$ cat src/rtl/edge_timer16_pkg.sv
package edge_timer16_pkg;
  localparam int CNT_W  = 16;
  localparam int BYTE_W = 8;
  localparam int ADDR_W = 3;
  localparam int CFG_W  = 5;

  localparam logic [ADDR_W-1:0] A_CTRL   = 3'd0;
  localparam logic [ADDR_W-1:0] A_CNT_LO = 3'd1;
  localparam logic [ADDR_W-1:0] A_CNT_HI = 3'd2;
  localparam logic [ADDR_W-1:0] A_CAP_LO = 3'd3;
  localparam logic [ADDR_W-1:0] A_CAP_HI = 3'd4;

  localparam int B_RUN  = 0;
  localparam int B_CSEL = 1;
  localparam int B_CAPM = 2;
  localparam int B_DOWN = 3;
  localparam int B_TRIG = 4;
  localparam int B_EVT  = 6;
  localparam int B_OVF  = 7;

  // packed MSB first so that a cast from control bits [4:0] lines up
  typedef struct packed {
    logic trigEn;
    logic down;
    logic capMode;
    logic countSel;
    logic run;
  } tmrCfg_t;

  typedef struct packed {
    logic step;
    logic capture;
  } tmrStrobe_t;
endpackage

$ cat src/rtl/edge_timer16_ctrl.sv
module edge_timer16_ctrl
  import edge_timer16_pkg::*;
#(
  parameter int PRESCALE     = 12,
  parameter int SAMPLE_PHASE = 9,
  parameter int SYNC_STAGES  = 2
) (
  input  logic             clk,
  input  logic             rstN,
  input  logic             countPin,
  input  logic             trigPin,
  input  logic             wrCtrl,
  input  logic [CFG_W-1:0] cfgBits,
  output tmrCfg_t          cfg,
  output tmrStrobe_t       strobes
);
  localparam int PH_W = $clog2(PRESCALE);
  localparam int NPIN = 2;  // index 0: count pin, index 1: trigger pin

  logic [PH_W-1:0] phase;
  logic            mcTick;
  logic            sampleNow;
  logic [NPIN-1:0] pinIn;
  logic [NPIN-1:0] fallSeen;

  assign mcTick    = (phase == PH_W'(PRESCALE - 1));
  assign sampleNow = (phase == PH_W'(SAMPLE_PHASE));
  assign pinIn     = {trigPin, countPin};

  // machine-cycle prescaler
  always_ff @(posedge clk or negedge rstN) begin
    if (!rstN)       phase <= '0;
    else if (mcTick) phase <= '0;
    else             phase <= phase + 1'b1;
  end

  // control register
  always_ff @(posedge clk or negedge rstN) begin
    if (!rstN)       cfg <= '0;
    else if (wrCtrl) cfg <= tmrCfg_t'(cfgBits);
  end

  // per-pin synchronizer and once-per-machine-cycle sampler
  for (genvar p = 0; p < NPIN; p++) begin : g_pin
    logic [SYNC_STAGES-1:0] syncQ;
    logic                   curS;
    logic                   prevS;

    always_ff @(posedge clk or negedge rstN) begin
      if (!rstN) begin
        syncQ <= '0;
        curS  <= 1'b0;
        prevS <= 1'b0;
      end else begin
        syncQ[0] <= pinIn[p];
        for (int s = 1; s < SYNC_STAGES; s++) syncQ[s] <= syncQ[s-1];
        if (sampleNow) begin
          curS  <= syncQ[SYNC_STAGES-1];
          prevS <= curS;
        end
      end
    end

    // valid from one sample to the next; exactly one tick falls in between
    assign fallSeen[p] = prevS & ~curS;
  end

  assign strobes.step    = mcTick & cfg.run & (cfg.countSel ? fallSeen[0] : 1'b1);
  assign strobes.capture = mcTick & cfg.capMode & cfg.trigEn & fallSeen[1];

  // the machine cycle restarts right after its last clock
  a_r3_phase_wrap: assert property (@(posedge clk) disable iff (!rstN)
    mcTick |=> (phase == '0));

  // ticks are never adjacent
  a_r3_tick_gap: assert property (@(posedge clk) disable iff (!rstN)
    mcTick |=> !mcTick);

  // one sampled edge gives one step, never a burst
  a_r4_single_step: assert property (@(posedge clk) disable iff (!rstN)
    strobes.step |=> !strobes.step);

  // a capture strobe never repeats on the next clock
  a_r9_single_capture: assert property (@(posedge clk) disable iff (!rstN)
    strobes.capture |=> !strobes.capture);
endmodule

$ cat src/rtl/edge_timer16_dp.sv
module edge_timer16_dp
  import edge_timer16_pkg::*;
(
  input  logic              clk,
  input  logic              rstN,
  input  tmrCfg_t           cfg,
  input  tmrStrobe_t        strobes,
  input  logic              wrEn,
  input  logic [ADDR_W-1:0] addr,
  input  logic [BYTE_W-1:0] wrData,
  output logic [BYTE_W-1:0] rdData,
  output logic              ovfOut
);
  localparam logic [CNT_W-1:0] CNT_MAX = '1;

  logic [CNT_W-1:0] cnt;
  logic [CNT_W-1:0] capReg;
  logic [CNT_W-1:0] stepVal;
  logic             wrapHit;
  logic             ovf;
  logic             evt;
  logic             wrCtrl, wrCntLo, wrCntHi, wrCapLo, wrCapHi;
  logic             cntWrite, capWrite, stepApplied, capApplied;

  assign wrCtrl   = wrEn && (addr == A_CTRL);
  assign wrCntLo  = wrEn && (addr == A_CNT_LO);
  assign wrCntHi  = wrEn && (addr == A_CNT_HI);
  assign wrCapLo  = wrEn && (addr == A_CAP_LO);
  assign wrCapHi  = wrEn && (addr == A_CAP_HI);
  assign cntWrite = wrCntLo | wrCntHi;
  assign capWrite = wrCapLo | wrCapHi;

  // a software write to a register beats the hardware update in that cycle
  assign stepApplied = strobes.step & ~cntWrite;
  assign capApplied  = strobes.capture & ~capWrite;

  // next count for one step, per mode
  always_comb begin
    if (cfg.capMode) begin
      wrapHit = (cnt == CNT_MAX);
      stepVal = cnt + 1'b1;
    end else if (cfg.down) begin
      wrapHit = (cnt == capReg);
      stepVal = wrapHit ? CNT_MAX : cnt - 1'b1;
    end else begin
      wrapHit = (cnt == CNT_MAX);
      stepVal = wrapHit ? capReg : cnt + 1'b1;
    end
  end

  always_ff @(posedge clk or negedge rstN) begin
    if (!rstN)            cnt <= '0;
    else if (wrCntLo)     cnt[BYTE_W-1:0] <= wrData;
    else if (wrCntHi)     cnt[CNT_W-1:BYTE_W] <= wrData;
    else if (stepApplied) cnt <= stepVal;
  end

  always_ff @(posedge clk or negedge rstN) begin
    if (!rstN)           capReg <= '0;
    else if (wrCapLo)    capReg[BYTE_W-1:0] <= wrData;
    else if (wrCapHi)    capReg[CNT_W-1:BYTE_W] <= wrData;
    else if (capApplied) capReg <= cnt;
  end

  // sticky flags: a hardware set wins over a software clear in the same cycle
  always_ff @(posedge clk or negedge rstN) begin
    if (!rstN) begin
      ovf <= 1'b0;
      evt <= 1'b0;
    end else begin
      if (stepApplied && wrapHit)      ovf <= 1'b1;
      else if (wrCtrl && !wrData[B_OVF]) ovf <= 1'b0;
      if (capApplied)                  evt <= 1'b1;
      else if (wrCtrl && !wrData[B_EVT]) evt <= 1'b0;
    end
  end

  always_comb begin
    rdData = '0;
    case (addr)
      A_CTRL: begin
        rdData[B_RUN]  = cfg.run;
        rdData[B_CSEL] = cfg.countSel;
        rdData[B_CAPM] = cfg.capMode;
        rdData[B_DOWN] = cfg.down;
        rdData[B_TRIG] = cfg.trigEn;
        rdData[B_EVT]  = evt;
        rdData[B_OVF]  = ovf;
      end
      A_CNT_LO: rdData = cnt[BYTE_W-1:0];
      A_CNT_HI: rdData = cnt[CNT_W-1:BYTE_W];
      A_CAP_LO: rdData = capReg[BYTE_W-1:0];
      A_CAP_HI: rdData = capReg[CNT_W-1:BYTE_W];
      default:  rdData = '0;
    endcase
  end

  assign ovfOut = ovf;

  // a stopped counter holds unless software writes it
  a_r3_hold_stopped: assert property (@(posedge clk) disable iff (!rstN)
    (!cfg.run && !cntWrite) |=> $stable(cnt));

  // up reload takes the reload image and flags overflow
  a_r6_up_reload: assert property (@(posedge clk) disable iff (!rstN)
    (stepApplied && !cfg.capMode && !cfg.down && cnt == CNT_MAX)
      |=> (cnt == $past(capReg) && ovf));

  // down count reaching the reload value restarts from all ones
  a_r7_down_reload: assert property (@(posedge clk) disable iff (!rstN)
    (stepApplied && !cfg.capMode && cfg.down && cnt == capReg)
      |=> (cnt == CNT_MAX && ovf));

  // capture-mode counting wraps to zero
  a_r8_wrap_zero: assert property (@(posedge clk) disable iff (!rstN)
    (stepApplied && cfg.capMode && cnt == CNT_MAX) |=> (cnt == '0 && ovf));

  // a capture holds the pre-edge count and raises the event flag
  a_r9_capture_value: assert property (@(posedge clk) disable iff (!rstN)
    capApplied |=> (capReg == $past(cnt) && evt));

  // overflow flag persists without a clearing write
  a_r11_ovf_sticky: assert property (@(posedge clk) disable iff (!rstN)
    (ovf && !(wrCtrl && !wrData[B_OVF])) |=> ovf);
endmodule

$ cat src/rtl/edge_timer16.sv
module edge_timer16
  import edge_timer16_pkg::*;
#(
  parameter int PRESCALE     = 12,
  parameter int SAMPLE_PHASE = 9,
  parameter int SYNC_STAGES  = 2
) (
  input  logic       clk,
  input  logic       rstN,
  input  logic       countPin,
  input  logic       trigPin,
  input  logic       wrEn,
  input  logic [2:0] addr,
  input  logic [7:0] wrData,
  output logic [7:0] rdData,
  output logic       overflowFlag
);
  tmrCfg_t    cfg;
  tmrStrobe_t strobes;
  logic       wrCtrl;

  assign wrCtrl = wrEn && (addr == A_CTRL);

  edge_timer16_ctrl #(
    .PRESCALE    (PRESCALE),
    .SAMPLE_PHASE(SAMPLE_PHASE),
    .SYNC_STAGES (SYNC_STAGES)
  ) u_ctrl (
    .clk     (clk),
    .rstN    (rstN),
    .countPin(countPin),
    .trigPin (trigPin),
    .wrCtrl  (wrCtrl),
    .cfgBits (wrData[CFG_W-1:0]),
    .cfg     (cfg),
    .strobes (strobes)
  );

  edge_timer16_dp u_dp (
    .clk    (clk),
    .rstN   (rstN),
    .cfg    (cfg),
    .strobes(strobes),
    .wrEn   (wrEn),
    .addr   (addr),
    .wrData (wrData),
    .rdData (rdData),
    .ovfOut (overflowFlag)
  );
endmodule

$ cat config.mk
export PLATFORM = sky130hd
export DESIGN_NAME = edge_timer16
export DESIGN_NICKNAME = d
export VERILOG_FILES = /design/src/rtl/edge_timer16_pkg.sv /design/src/rtl/edge_timer16_ctrl.sv /design/src/rtl/edge_timer16_dp.sv /design/src/rtl/edge_timer16.sv
export SDC_FILE = /design/constraint.sdc
export NUM_CORES = 1
export LEC_CHECK = 0
export BUFFER_PORTS_ARGS = -buffer_cell sky130_fd_sc_hd__buf_2
export CORE_ASPECT_RATIO = 1.2
export CORE_UTILIZATION = 52
export CTS_BUF_LIST = sky130_fd_sc_hd__clkbuf_16
export DETAILED_ROUTE_END_ITERATION = 8
export MAX_ROUTING_LAYER = met4
export PLACE_DENSITY_LB_ADDON = 0.05
export SYNTH_ARGS = -nofsm -noshare
export SYNTH_HDL_FRONTEND = slang
export SYNTH_HIERARCHICAL = 1
export SYNTH_SLANG_ARGS = --single-unit
$ cat constraint.sdc
create_clock -name clk -period 6.67 [get_ports clk]
set_input_delay 0.667 -clock clk [delete_from_list [all_inputs] [get_ports clk]]
set_output_delay 0.667 -clock clk [all_outputs]
set_load 0.02 [all_outputs]
==> results.py <==
metrics = {
    "finish": {
        "nets": 446,
        "num_antenna_cells": 0,
        "layout_common_cells": "dfrtp_1 (51), xnor2_1 (32), a21oi_1 (31), mux2i_1 (28)",
        "fillers": 640,
        "fin_cells": 513,
        "area_growth_pct": 6.54,
        "layout_commonest_cell": "dfrtp_1",
        "drive_above_1_share_pct": 12.7,
    },
    "clocking": {
        "cts_hold_buf": 0,
        "cts_tree": "built",
        "numCtsBuffers": 5,
        "cts_buffer_depth": 2,
        "clockRootBuffer": "clkbuf_16",
        "clk_pin_slew_ns": 0.07,
        "cts.sinks": 51,
        "post_cts_resized": 0,
        "htreeDepth": 2,
        "clk_latency_ns": 0.29,
        "cts_setup_buffers": 0,
    },
    "synthesis": {
        "ys.flop_type": "dfrtp_1",
        "synth-edff-count": 0,
        "netlist_instances": 424,
        "synth_fp_nets": 444,
        "yosys_warnings": 6,
        "syn_avg_cell_area_sq_um": 8.93,
        "synth_top_area_cell": "dfrtp_1",
        "synthTopCellsByArea": "dfrtp_1 (34%), mux2i_1 (7.4%), xnor2_1 (7.4%)",
        "syn_area_sq_um": 3790,
        "async_flop_share_pct": 100,
        "synth_top_area_share_pct": 33.7,
        "synth_cell_type_count": 60,
        "ys_seq_elements": 51,
        "seq_area_frac_synth_pct": 33.7,
    },
    "job": {
        "max-cap-violations": 0,
    },
    "sta": {
        "finalMaxSlewViolations": 0,
        "finClkSkew_ns": 0.00354,
        "clock.fmax_mhz": 346,
        "setup_viol": 0,
        "tightest_slew_ns": 1.28,
        "hold_viol_final": 0,
        "period_minus_slack_ns": 2.89,
        "relSlewSlack_pct": 14.1,
        "setup_tns_ns": 0,
        "rsz0062_at_grt": "no",
        "min_period_over_period_pct": 43.4,
    },
    "grt": {
        "grt_use_met3_pct": 4.59,
        "antenna_found_initial": 0,
        "grt_pass1_wl_um": 18500,
        "grt_overflow": 0,
        "grtUsageMet2_pct": 50.9,
        "grtUsageMet1_pct": 47.6,
        "busiest_layer": "met2",
        "track_usage_pct": 34.2,
        "grt_pass1_vias": 3330,
        "grt_max_degree": 52,
    },
    "die": {
        "die_area_sq_um": 7630,
        "die_x_um": 79.9,
        "start_util_pct": 54.6,
        "io_pins": 25,
        "die_h_um": 95.5,
        "fp.coreArea_sq_um": 6940,
        "fp-row-count": 33,
    },
    "place": {
        "routabilityCongestion": 0.903,
        "post-place-cells": 506,
        "hpwl_um": 8000,
        "place.port_buffers": 24,
    },
    "setup_path": {
        "rr_endpoint": "u_dp/cnt[12]$_DFFE_PN0P_",
        "rr_startpoint": "u_ctrl/phase[0]$_DFF_PN0_",
        "cp_max_fo": 8,
        "reg2reg_depth": 7,
        "endpoint_kind": "register",
        "cp.required_ns": 6.80,
        "cp.arrival_ns": 3.02,
        "r2r_setup_slack_ns": 3.78,
        "startpoint_type": "register",
        "path_class": "reg2reg",
    },
    "power_and_ir_drop": {
        "irDropWorstVdd_mv": 0.152,
        "leakagePower_nw": 1.63,
        "power_density_nw_per_um2": 336,
    },
    "detailed_routing": {
        "drt_iter0_markers": 436,
        "drt-wirelength-per-cell_um": 22.6,
        "vias": 3387,
        "drtPass1Iterations": 5,
        "drtAntennaViolNets": 0,
        "viasPerCell": 6.60,
        "route.detailed.drc": 0,
        "routed_wl_um": 11600,
    },
    "hold_path": {
        "worstHoldPathCells": 0,
        "min_from": "u_ctrl/g_pin[1].syncQ[0]$_DFF_PN0_",
        "hold_class": "reg2reg",
        "min_to": "u_ctrl/g_pin[1].syncQ[1]$_DFF_PN0_",
    },
    "outcome": {
        "status": "completed",
    },
}
## registers in the layout, summed over array words and instances, names as in the netlist
name / flops
u_dp/cnt: 16
u_dp/ovfOut: 1
u_ctrl/phase: 4
u_ctrl/g_pin.curS: 2
u_dp/evt: 1
u_ctrl/g_pin.syncQ: 4
u_dp/capReg: 16
u_ctrl/g_pin.prevS: 2
u_ctrl/cfg: 5
## Yosys cell counts, types with 4 or more instances
library cell  instances
dfrtp_1              51
xnor2_1              32
a21oi_1              31
mux2i_1              28
nor2_1               27
o21ai_0              27
nand2_1              24
inv_1                18
o22ai_1              17
buf_2                12
nor3_1               12
nand4_1              11
clkbuf_1             10
a221oi_1              9
nand3_1               9
xor2_1                8
nor4_1                7
mux2_2                6
nand2b_1              6
nor2b_1               6
o21ai_1               5
buf_4                 4
ha_1                  4
mux2_4                4
o221ai_1              4
## report_power, final
group	leakage (nW)	internal [W]	switching, W
Sequential	0.592	0.000380	0.000221
Combinational	0.957	0.000213	0.000255
Clock	0.0811	0.000174	0.000113
Total	1.63	0.000768	0.000589
## cells by family after synthesis
logic type	synth area share, %
adder cells (fa/ha/maj)	1.32
XOR/XNOR	9.25
AND/OR/NAND/NOR	18.7
buffers and inverters	5.88
AO/OA/AOI/OAI	19.8
multiplexers	11.4
flip-flops	33.7
## per-stage QoR
step	utilization [%]	setup WS [ns]	total power [W]	hold WS [ns]	cell area [sq um]
after global placement	55.9	3.86	0.00105	0.341	3880
after detailed placement	55.9	3.74	0.00106	0.338	3880
final	58.2	3.78	0.00136	0.354	4040
after CTS	58.2	3.79	0.00134	0.356	4040
after global routing	58.2	3.52	0.00143	0.367	4040
after floorplan	-	4.28	0.000911	0.331	3790
## worst max-delay path by stage
| stage | from | to | cells past startpoint |
|---|---|---|---|
| final | u_ctrl/phase[0]$_DFF_PN0_ | u_dp/cnt[12]$_DFFE_PN0P_ | 7 |
| after global routing | u_ctrl/phase[0]$_DFF_PN0_ | u_dp/cnt[14]$_DFFE_PN0P_ | 7 |
| after CTS | u_ctrl/phase[0]$_DFF_PN0_ | u_dp/cnt[12]$_DFFE_PN0P_ | 7 |
| after detailed placement | addr[1] | u_dp/capReg[11]$_DFFE_PN0P_ | 5 |
| after global placement | addr[1] | u_dp/capReg[12]$_DFFE_PN0P_ | 5 |
| after floorplan | addr[0] | rdData[6] | 4 |
## critical path, cell delays in order, from the launching register on
cell	delay, ns
dfrtp_1	0.41
ha_1	0.23
nand3b_1	0.14
a211oi_1	0.72
a21oi_1	0.10
o21ai_0	0.82
a2bb2oi_1	0.23
o31ai_1	0.09
## final cells by class
cell class / instances / area [sq um] / area share, %
clock buffers: 5 / 125 / 3.10
clock inverters: 2 / 33.8 / 0.837
inverters: 18 / 67.6 / 1.67
multi-input cells: 324 / 2290 / 56.7
flip-flops and latches: 51 / 1280 / 31.6
well taps: 87 / 109 / 2.70
repair buffers: 26 / 135 / 3.35
## routing by layer
layer	routed length [um]	share of wire, %
met5	0	0
met1	5040	43
met2	5390	47
met4	309	2.7
met3	850	7.3
Note: power is estimated with default switching activity, not from simulation.
